$ cat src/rtl/cbCfgPkg.sv
package cbCfgPkg;

  localparam int NUM_FUNC     = 2;
  localparam int NUM_WIN      = 8;
  localparam int NUM_MEM_WIN  = 4;
  localparam int DW_ID        = 0;
  localparam int DW_CMD       = 1;
  localparam int DW_CLASS     = 2;
  localparam int DW_HDR       = 3;
  localparam int DW_SOCK      = 4;
  localparam int DW_WIN_FIRST = 7;
  localparam int DW_INTBC     = 15;
  localparam int DW_LEGACY    = 17;

  typedef enum logic [3:0] {
    RD_ZERO, RD_ID, RD_CMD, RD_CLASS, RD_HDR, RD_SOCK, RD_WIN, RD_INTBC, RD_LEGACY
  } rdSel_e;

  typedef struct packed {
    logic               wrCmd;
    logic               wrSock;
    logic [NUM_WIN-1:0] wrWin;
    logic               wrIntBc;
    logic               wrLegacy;
    logic               func;
    logic [3:0]         byteEn;
    logic               rdEn;
    rdSel_e             rdSel;
    logic [2:0]         winIdx;
  } cfgStrobe_t;

  function automatic logic [31:0] laneMerge(input logic [31:0] oldVal,
                                            input logic [31:0] newVal,
                                            input logic [3:0]  be);
    logic [31:0] res;
    for (int i = 0; i < 4; i++) begin
      res[i*8 +: 8] = be[i] ? newVal[i*8 +: 8] : oldVal[i*8 +: 8];
    end
    return res;
  endfunction

endpackage

$ cat src/rtl/cbCfgCtrl.sv
module cbCfgCtrl
  import cbCfgPkg::*;
#(
  parameter int ADDR_W = 6
) (
  input  logic              clk,
  input  logic              rstN,
  input  logic              cfgWrEn,
  input  logic              cfgRdEn,
  input  logic              cfgFunc,
  input  logic [ADDR_W-1:0] cfgDwAddr,
  input  logic [3:0]        cfgByteEn,
  output cfgStrobe_t        strobe
);

  localparam logic [ADDR_W-1:0] A_ID     = ADDR_W'(DW_ID);
  localparam logic [ADDR_W-1:0] A_CMD    = ADDR_W'(DW_CMD);
  localparam logic [ADDR_W-1:0] A_CLASS  = ADDR_W'(DW_CLASS);
  localparam logic [ADDR_W-1:0] A_HDR    = ADDR_W'(DW_HDR);
  localparam logic [ADDR_W-1:0] A_SOCK   = ADDR_W'(DW_SOCK);
  localparam logic [ADDR_W-1:0] A_WIN_LO = ADDR_W'(DW_WIN_FIRST);
  localparam logic [ADDR_W-1:0] A_WIN_HI = ADDR_W'(DW_WIN_FIRST + NUM_WIN - 1);
  localparam logic [ADDR_W-1:0] A_INTBC  = ADDR_W'(DW_INTBC);
  localparam logic [ADDR_W-1:0] A_LEGACY = ADDR_W'(DW_LEGACY);

  logic              isWin;
  logic [ADDR_W-1:0] winOff;

  assign isWin  = (cfgDwAddr >= A_WIN_LO) && (cfgDwAddr <= A_WIN_HI);
  assign winOff = cfgDwAddr - A_WIN_LO;

  always_comb begin
    strobe        = '0;
    strobe.func   = cfgFunc;
    strobe.byteEn = cfgByteEn;
    strobe.rdEn   = cfgRdEn;
    strobe.rdSel  = RD_ZERO;
    strobe.winIdx = winOff[2:0];
    if (cfgDwAddr == A_ID) begin
      strobe.rdSel = RD_ID;
    end else if (cfgDwAddr == A_CMD) begin
      strobe.rdSel = RD_CMD;
      strobe.wrCmd = cfgWrEn;
    end else if (cfgDwAddr == A_CLASS) begin
      strobe.rdSel = RD_CLASS;
    end else if (cfgDwAddr == A_HDR) begin
      strobe.rdSel = RD_HDR;
    end else if (cfgDwAddr == A_SOCK) begin
      strobe.rdSel  = RD_SOCK;
      strobe.wrSock = cfgWrEn;
    end else if (isWin) begin
      strobe.rdSel = RD_WIN;
      strobe.wrWin[winOff[2:0]] = cfgWrEn;
    end else if (cfgDwAddr == A_INTBC) begin
      strobe.rdSel   = RD_INTBC;
      strobe.wrIntBc = cfgWrEn;
    end else if (cfgDwAddr == A_LEGACY) begin
      strobe.rdSel    = RD_LEGACY;
      strobe.wrLegacy = cfgWrEn;
    end
  end

  AST_ONE_WRITE_TARGET: assert property (@(posedge clk) disable iff (!rstN)
    $onehot0({strobe.wrCmd, strobe.wrSock, strobe.wrWin, strobe.wrIntBc, strobe.wrLegacy}));

  AST_NO_STROBE_IDLE: assert property (@(posedge clk) disable iff (!rstN)
    !cfgWrEn |-> !(strobe.wrCmd || strobe.wrSock || (|strobe.wrWin) ||
                   strobe.wrIntBc || strobe.wrLegacy));

endmodule

$ cat src/rtl/cbCfgDatapath.sv
module cbCfgDatapath
  import cbCfgPkg::*;
#(
  parameter logic [31:0] ID_WORD       = 32'h1A2B_3C4D,
  parameter logic [31:0] CLASS_WORD    = 32'h0607_0000,
  parameter logic [15:0] LEGACY_RESET  = 16'h03E0,
  parameter logic [15:0] BRIDGE_MASK   = 16'h07FF
) (
  input  logic                clk,
  input  logic                rstN,
  input  cfgStrobe_t          strobe,
  input  logic [31:0]         wrData,
  output logic [31:0]         rdData,
  output logic                rdValid,
  output logic [15:0]         legacyBase,
  output logic [NUM_FUNC-1:0] ioEn,
  output logic [NUM_FUNC-1:0] memEn,
  output logic [NUM_FUNC-1:0] masterEn
);

  localparam logic [31:0] MEM_WIN_MASK = 32'hFFFF_F000;
  localparam logic [31:0] IO_WIN_MASK  = 32'hFFFF_FFFC;
  localparam logic [31:0] SOCK_MASK    = 32'hFFFF_F000;
  localparam logic [15:0] LEGACY_MASK  = 16'hFFFE;

  logic [2:0]  cmdReg    [NUM_FUNC];
  logic [31:0] sockBase  [NUM_FUNC];
  logic [31:0] winReg    [NUM_FUNC][NUM_WIN];
  logic [7:0]  intLine   [NUM_FUNC];
  logic [15:0] bridgeCtl [NUM_FUNC];

  logic [31:0] oldCmd, oldSock, oldWin, oldIntBc, oldLegacy;
  logic [31:0] newCmd, newSock, newWin, newIntBc, newLegacy;
  logic [7:0]  intPin;
  logic [31:0] rdNext;

  assign intPin = 8'(strobe.func) + 8'd1;

  always_comb begin
    oldCmd    = {29'b0, cmdReg[strobe.func]};
    oldSock   = sockBase[strobe.func];
    oldWin    = winReg[strobe.func][strobe.winIdx];
    oldIntBc  = {bridgeCtl[strobe.func], intPin, intLine[strobe.func]};
    oldLegacy = {16'b0, legacyBase};
    newCmd    = laneMerge(oldCmd,    wrData, strobe.byteEn);
    newSock   = laneMerge(oldSock,   wrData, strobe.byteEn) & SOCK_MASK;
    newWin    = laneMerge(oldWin,    wrData, strobe.byteEn);
    newIntBc  = laneMerge(oldIntBc,  wrData, strobe.byteEn);
    newLegacy = laneMerge(oldLegacy, wrData, strobe.byteEn);
  end

  for (genvar f = 0; f < NUM_FUNC; f++) begin : gFunc
    logic fnSel;
    assign fnSel = (strobe.func == 1'(f));

    always_ff @(posedge clk) begin
      if (!rstN) begin
        cmdReg[f]    <= '0;
        sockBase[f]  <= '0;
        intLine[f]   <= 8'hFF;
        bridgeCtl[f] <= '0;
      end else if (fnSel) begin
        if (strobe.wrCmd)   cmdReg[f]    <= newCmd[2:0];
        if (strobe.wrSock)  sockBase[f]  <= newSock;
        if (strobe.wrIntBc) begin
          intLine[f]   <= newIntBc[7:0];
          bridgeCtl[f] <= newIntBc[31:16] & BRIDGE_MASK;
        end
      end
    end

    for (genvar w = 0; w < NUM_WIN; w++) begin : gWin
      localparam logic [31:0] W_MASK = (w < NUM_MEM_WIN) ? MEM_WIN_MASK : IO_WIN_MASK;
      always_ff @(posedge clk) begin
        if (!rstN) begin
          winReg[f][w] <= '0;
        end else if (fnSel && strobe.wrWin[w]) begin
          winReg[f][w] <= newWin & W_MASK;
        end
      end
    end

    assign ioEn[f]     = cmdReg[f][0];
    assign memEn[f]    = cmdReg[f][1];
    assign masterEn[f] = cmdReg[f][2];

    AST_SOCK_ALIGNED: assert property (@(posedge clk) disable iff (!rstN)
      sockBase[f][11:0] == 12'h000);

    AST_OTHER_FN_HOLDS: assert property (@(posedge clk) disable iff (!rstN)
      (strobe.func != 1'(f)) |=> $stable(cmdReg[f]) && $stable(bridgeCtl[f])
                                  && $stable(intLine[f]));
  end

  always_ff @(posedge clk) begin
    if (!rstN) begin
      legacyBase <= LEGACY_RESET;
    end else if (strobe.wrLegacy) begin
      legacyBase <= newLegacy[15:0] & LEGACY_MASK;
    end
  end

  always_comb begin
    unique case (strobe.rdSel)
      RD_ID:     rdNext = ID_WORD;
      RD_CMD:    rdNext = oldCmd;
      RD_CLASS:  rdNext = CLASS_WORD;
      RD_HDR:    rdNext = 32'h0082_0000;
      RD_SOCK:   rdNext = oldSock;
      RD_WIN:    rdNext = oldWin;
      RD_INTBC:  rdNext = oldIntBc;
      RD_LEGACY: rdNext = oldLegacy;
      default:   rdNext = '0;
    endcase
  end

  always_ff @(posedge clk) begin
    if (!rstN) begin
      rdData  <= '0;
      rdValid <= 1'b0;
    end else begin
      rdValid <= strobe.rdEn;
      if (strobe.rdEn) rdData <= rdNext;
    end
  end

  AST_LEGACY_HOLD: assert property (@(posedge clk) disable iff (!rstN)
    !strobe.wrLegacy |=> $stable(legacyBase));

  AST_LEGACY_BIT0: assert property (@(posedge clk) disable iff (!rstN)
    legacyBase[0] == 1'b0);

  AST_READ_RESPONDS: assert property (@(posedge clk) disable iff (!rstN)
    strobe.rdEn |=> rdValid);

endmodule

$ cat src/rtl/cbLegacyDecode.sv
module cbLegacyDecode #(
  parameter int IO_ADDR_W = 16
) (
  input  logic                 clk,
  input  logic                 rstN,
  input  logic [IO_ADDR_W-1:0] legacyBase,
  input  logic                 ioValid,
  input  logic [IO_ADDR_W-1:0] ioAddr,
  output logic                 legacyMode,
  output logic                 indexSel,
  output logic                 dataSel
);

  logic pairHit;

  assign legacyMode = |legacyBase[IO_ADDR_W-1:1];
  assign pairHit    = ioValid && legacyMode &&
                      (ioAddr[IO_ADDR_W-1:1] == legacyBase[IO_ADDR_W-1:1]);
  assign indexSel   = pairHit && !ioAddr[0];
  assign dataSel    = pairHit &&  ioAddr[0];

  AST_SEL_NEEDS_MODE: assert property (@(posedge clk) disable iff (!rstN)
    (indexSel || dataSel) |-> legacyMode);

  AST_SEL_EXCLUSIVE: assert property (@(posedge clk) disable iff (!rstN)
    $onehot0({indexSel, dataSel}));

endmodule

$ cat src/rtl/cbCfgHeader.sv
module cbCfgHeader
  import cbCfgPkg::*;
#(
  parameter int          ADDR_W       = 6,
  parameter int          IO_ADDR_W    = 16,
  parameter logic [31:0] ID_WORD      = 32'h1A2B_3C4D,
  parameter logic [31:0] CLASS_WORD   = 32'h0607_0000,
  parameter logic [15:0] LEGACY_RESET = 16'h03E0,
  parameter logic [15:0] BRIDGE_MASK  = 16'h07FF
) (
  input  logic                 clk,
  input  logic                 rstN,
  input  logic                 cfgWrEn,
  input  logic                 cfgRdEn,
  input  logic                 cfgFunc,
  input  logic [ADDR_W-1:0]    cfgDwAddr,
  input  logic [3:0]           cfgByteEn,
  input  logic [31:0]          cfgWrData,
  output logic [31:0]          cfgRdData,
  output logic                 cfgRdValid,
  input  logic                 ioValid,
  input  logic [IO_ADDR_W-1:0] ioAddr,
  output logic                 legacyMode,
  output logic                 legacyIndexSel,
  output logic                 legacyDataSel,
  output logic [1:0]           sockIoEn,
  output logic [1:0]           sockMemEn,
  output logic [1:0]           sockMasterEn
);

  cfgStrobe_t  strobe;
  logic [15:0] legacyBase;

  cbCfgCtrl #(.ADDR_W(ADDR_W)) uCtrl (
    .clk(clk), .rstN(rstN), .cfgWrEn(cfgWrEn), .cfgRdEn(cfgRdEn),
    .cfgFunc(cfgFunc), .cfgDwAddr(cfgDwAddr), .cfgByteEn(cfgByteEn),
    .strobe(strobe)
  );

  cbCfgDatapath #(
    .ID_WORD(ID_WORD), .CLASS_WORD(CLASS_WORD),
    .LEGACY_RESET(LEGACY_RESET), .BRIDGE_MASK(BRIDGE_MASK)
  ) uData (
    .clk(clk), .rstN(rstN), .strobe(strobe), .wrData(cfgWrData),
    .rdData(cfgRdData), .rdValid(cfgRdValid), .legacyBase(legacyBase),
    .ioEn(sockIoEn), .memEn(sockMemEn), .masterEn(sockMasterEn)
  );

  cbLegacyDecode #(.IO_ADDR_W(IO_ADDR_W)) uLegacy (
    .clk(clk), .rstN(rstN), .legacyBase(IO_ADDR_W'(legacyBase)),
    .ioValid(ioValid), .ioAddr(ioAddr), .legacyMode(legacyMode),
    .indexSel(legacyIndexSel), .dataSel(legacyDataSel)
  );

endmodule

$ cat config.mk
export PLATFORM = sky130hd
export DESIGN_NAME = cbCfgHeader
export DESIGN_NICKNAME = d
export VERILOG_FILES = /design/src/rtl/cbCfgPkg.sv /design/src/rtl/cbCfgCtrl.sv /design/src/rtl/cbCfgDatapath.sv /design/src/rtl/cbLegacyDecode.sv /design/src/rtl/cbCfgHeader.sv
export SDC_FILE = /design/constraint.sdc
export NUM_CORES = 1
export LEC_CHECK = 0
export ABC_AREA = 1
export ABC_CLOCK_PERIOD_IN_PS = 12300
export BUFFER_PORTS_ARGS = -buffer_cell sky130_fd_sc_hd__buf_2
export CORE_ASPECT_RATIO = 0.9
export CORE_MARGIN = 5
export CORE_UTILIZATION = 55
export DETAILED_ROUTE_END_ITERATION = 8
export PLACE_DENSITY = 0.72
export SLEW_MARGIN = 20
export SYNTH_ARGS = -nofsm -noshare
export SYNTH_HDL_FRONTEND = slang
export SYNTH_SLANG_ARGS = --single-unit
$ cat constraint.sdc
create_clock -name clk -period 12.3 [get_ports clk]
set_input_delay 2.46 -clock clk [delete_from_list [all_inputs] [get_ports clk]]
set_output_delay 2.46 -clock clk [all_outputs]
set_load 0.05 [all_outputs]
==> results.md <==
Worst setup path:
- Measured in cells, the most critical reg-to-reg path has a length of 6.
- The worst reg2reg path startpoint is uData.winReg[0][48]$_SDFFCE_PN0P_.
- The reg-to-reg endpoint is uData.winReg[0][78]$_SDFFCE_PN0P_.
- In this run the register-to-register setup slack is 9.69 ns.
- STA classifies the critical path endpoint as an output pin.
- The start point of the critical path is ioAddr[10].
- The data arrival time of the worst path is 3.89 ns.
- For this run, the slowest stage of the critical path takes 0.32 ns.
- STA classifies the critical path startpoint as a primary input.
- Traced cell by cell, the critical path runs through buf_2 -> nand2_1 -> o21ai_0 -> a221oi_1 -> nand2_1 -> nor4_1 -> nand4_1 -> nor2_1 -> buf_2.
- The critical path required time is 9.84 ns.
- The kind of critical path is primary input to output pin.
- The largest individual stage delay along the critical path comes from the cell sky130_fd_sc_hd__nor4_1.
- Along the worst path, the maximum fanout reaches 2.

CTS:
- The clock latency of the later-clocked register in the worst-skew pair is 0.61 ns.
- In this run the post-CTS setup repair buffer count came out at 0.
- Clock-pin slew was measured on the worst setup and hold paths at 0.06 ns.
- The cell at the root of the clock tree is sky130_fd_sc_hd__clkbuf_16.
- For this design, the CTS-stage hold fixing added 0 buffers.
- The number of buffers on the longest clock path is 3.
- Once the clock tree was built, the resizer swapped 0 gates to a different size.
- The clock tree from TritonCTS is built.
- The clock net in this run drives a total of 532 sinks.
- Clock tree synthesis inserted a total of 53 buffers.
- The clock tree synthesis step divided the H-tree into 2 levels.

Cells and area:
- The layout cell share with drive strength beyond 1 is 0.106.
- The net count of the finished layout is 2692.
- Compared with the post-synthesis result, the final layout area differs by 11.3%.
- The most common cell after layout, fill and taps aside is sky130_fd_sc_hd__nor2_1.
- In the layout the commonest cells are sky130_fd_sc_hd__nor2_1 (700), sky130_fd_sc_hd__nand2_1 (490), sky130_fd_sc_hd__edfxtp_1 (484).
- The final design instance area without fill is 27400 µm².

Die:
- The number of primary I/O pins is 106.
- The core region is 44200 µm².
- Row generation in the floorplan step produced 73 rows.
- The floorplan step set the die width to 233 µm.
- The initial cell density of the core is 0.557.
- The vertical extent of the die is 211 µm.
- The overall die area is 49100 µm².

Detailed routing:
- The average via count per standard cell is 6.00.
- Dividing the detail-routed wire length by the instance count gives 22.1 µm.
- The count of routing violations after the opening detailed-route iteration is 2841.
- The post-detailed-route count of antenna-violating nets is 0.
- The total iterations of the first detailed-routing run is 6.
- The total wire length is 72200 µm.
- The residual DRC count is 0.
- The routed layout has 19611 vias.

GRT:
- The peak-usage layer in the global routing report is met2.
- The met1 track demand over resource in global routing is 0.402.
- The initial antenna violation count is 1.
- Entering global routing, the biggest net connects 118 pins.
- In the global route stage, met2 resource usage came out at 0.445.
- In the global route stage, met3 resource usage came out at 0.0637.
- After global routing the overflow that remains totals 0.
- The first-pass GRT wire length is 109000 µm.
- The total routing usage reported by global routing is 0.288.
- The via count of the first global-routing pass was 19008.

Timing:
- The number of max-slew violations in the final report came to 0.
- The slew at the pin with the worst max-slew slack is 1.17 ns.
- The maximum clock frequency is 157 MHz.
- Setup repair after global routing left no endpoint under its margin.
- The final worst-path cycle share is 0.516.
- The final-report hold violation count was 0.
- The final-layout setup total negative slack is 0 ns.
- Setup violations remaining at the end of the flow were counted as 0.
- The clock arrives with 0.0182 ns of skew.
- The smallest setup slack after layout is 5.95 ns.
- The clock period could shrink to 6.35 ns.
- The worst slew slack as a fraction of its limit is 0.220.

Worst hold path:
- The start point of the worst min-delay path is uData.rdData[15]$_SDFFE_PN0P_.
- In this run the worst hold path is classified as flip-flop to flip-flop.
- The path with the worst hold slack has its endpoint at uData.rdData[15]$_SDFFE_PN0P_.
- Counting instances, the worst hold path has a depth of 2.

Logic synthesis:
- In this run the cell area of the synthesized design comes to 24600 µm².
- The total of warnings raised by yosys is 0.
- The number of synthesized register bits is 532.
- The number of nets in the synthesized netlist is 2688.
- Of the synthesized area, sequential elements account for 0.629.
- The mean area per synthesized cell is 9.41 µm².
- Synthesis handed over a netlist of 2620 instances.
- The number of distinct standard cells referenced by the synthesized netlist is 40.

Placed design:
- The HPWL after detailed placement is 44700 µm.
- The standard cell area after detailed placement is 25600 µm².
- The number of buffers inserted by port buffering is 105.
- The congestion estimate from routability-driven global placement came to 0.895.
- Timing analysis after detailed placement gives a worst setup slack of 5.67 ns.

Power and ir drop:
- The highest ir drop seen on vdd is 0.000124 V.
- The static leakage is 10.4 nW.
- Dividing total power by cell area gives a power density of 148 nW/µm².

Status:
- The flow ran to the end, and the final reports show no timing, DRC or antenna violations.

Run:
- The max capacitance violation total is 0.
cell type report:
class,instances,area [µm²]
fillers,3663,16800
flip-flops and latches,532,15500
multi-input cells,1782,8110
clock buffers,78,1570
repair buffers,138,891
well taps,600,751
inverters,117,447
clock inverters,21,176
diodes,1,2.50
worst max-delay path by stage:
| stage | to | slack (ns) | depth (start not counted) |
|---|---|---|---|
| after floorplan | uData.winReg[0][100]$_SDFFCE_PN0P_ | 5.62 | 10 |
| after global placement | uData.winReg[1][175]$_SDFFCE_PN0P_ | 5.76 | 8 |
| after detailed placement | uData.winReg[1][178]$_SDFFCE_PN0P_ | 5.67 | 8 |
| after CTS | legacyIndexSel | 6.03 | 9 |
| after global routing | legacyIndexSel | 5.86 | 9 |
| final | legacyIndexSel | 5.95 | 9 |
cell families after synthesis:
group           synth area share
flops                      0.629
fa+ha+maj                0.00203
mux                     0.000406
simple gates               0.214
compound gates             0.101
buf+inv                   0.0517
xor+xnor                 0.00142
where the power goes:
| group | switching (W) | internal (W) | leakage, nW | total (W) |
|---|---|---|---|---|
| clock network | 0.000692 | 0.000943 | 0.854 | 0.00163 |
| logic | 0.000308 | 0.0000862 | 4.18 | 0.000394 |
| registers | 0.0000155 | 0.00202 | 5.33 | 0.00204 |
| total | 0.00102 | 0.00305 | 10.4 | 0.00407 |
synthesized netlist by cell type:
cell | n | area, µm²
sky130_fd_sc_hd__clkinv_1 | 6 | 22.5
sky130_fd_sc_hd__xor2_1 | 3 | 26.3
sky130_fd_sc_hd__a21oi_2 | 18 | 158
sky130_fd_sc_hd__clkbuf_2 | 1 | 5.00
sky130_fd_sc_hd__a21oi_4 | 1 | 16.3
sky130_fd_sc_hd__nor4_1 | 8 | 50.1
sky130_fd_sc_hd__nand4_1 | 40 | 250
sky130_fd_sc_hd__buf_6 | 2 | 22.5
sky130_fd_sc_hd__mux2i_1 | 1 | 10.0
sky130_fd_sc_hd__a221oi_1 | 1 | 8.76
sky130_fd_sc_hd__nor2_4 | 4 | 45.0
sky130_fd_sc_hd__o221ai_1 | 2 | 17.5
sky130_fd_sc_hd__o22ai_1 | 76 | 475
sky130_fd_sc_hd__nand2_1 | 490 | 1840
sky130_fd_sc_hd__buf_4 | 8 | 60.1
sky130_fd_sc_hd__xnor2_1 | 1 | 8.76
sky130_fd_sc_hd__nand3_4 | 1 | 17.5
sky130_fd_sc_hd__nand3_2 | 1 | 10.0
sky130_fd_sc_hd__ha_1 | 4 | 50.1
sky130_fd_sc_hd__inv_2 | 8 | 30.0
sky130_fd_sc_hd__o21bai_1 | 2 | 15.0
sky130_fd_sc_hd__buf_2 | 63 | 315
sky130_fd_sc_hd__nor4_2 | 5 | 62.6
sky130_fd_sc_hd__dfxtp_1 | 48 | 961
sky130_fd_sc_hd__nand3b_1 | 2 | 15.0
sky130_fd_sc_hd__o211ai_1 | 4 | 30.0
sky130_fd_sc_hd__inv_1 | 103 | 387
sky130_fd_sc_hd__nand3_1 | 58 | 290
sky130_fd_sc_hd__a22o_1 | 7 | 61.3
sky130_fd_sc_hd__nor4_4 | 1 | 21.3
sky130_fd_sc_hd__o21ai_0 | 236 | 1180
sky130_fd_sc_hd__edfxtp_1 | 484 | 14500
sky130_fd_sc_hd__o21ai_1 | 5 | 25.0
sky130_fd_sc_hd__buf_1 | 4 | 15.0
sky130_fd_sc_hd__nor2_1 | 702 | 2640
sky130_fd_sc_hd__o31ai_1 | 2 | 15.0
sky130_fd_sc_hd__a21oi_1 | 99 | 495
sky130_fd_sc_hd__nor3_1 | 3 | 15.0
sky130_fd_sc_hd__clkbuf_1 | 111 | 417
sky130_fd_sc_hd__nor2_2 | 5 | 31.3
layer usage:
| metal | share of wire | wire length [µm] |
|---|---|---|
| met1 | 0.40 | 28900 |
| met2 | 0.46 | 33300 |
| met3 | 0.10 | 7450 |
| met4 | 0.036 | 2580 |
| met5 | 0 | 0 |
critical path, delay by kind of cell:
family | cells | cell delay, ns
buffers and inverters | 2 | 0.38
and+or+nand+nor | 5 | 0.75
AOI/OAI and AO/OA | 2 | 0.28
registers in the layout (all words and copies together), names as in the netlist:
name	count
uData.cmdReg	6
uData.sockBase	40
uData.rdData	32
uData.winReg	400
uData.bridgeCtl	22
uData.rdValid	1
uData.intLine	16
uData.legacyBase	15
through the flow:
step | instances | utilization | power, W | hold slack (ns)
after floorplan | 2620 | - | 0.00231 | 0.472
after global placement | 3160 | 0.576 | 0.00244 | 0.450
after detailed placement | 3164 | 0.578 | 0.00246 | 0.454
after CTS | 3263 | 0.618 | 0.00405 | 0.463
after global routing | 3269 | 0.621 | 0.00418 | 0.479
final | 3269 | 0.621 | 0.00407 | 0.463
(Power assumes the default switching activity.)
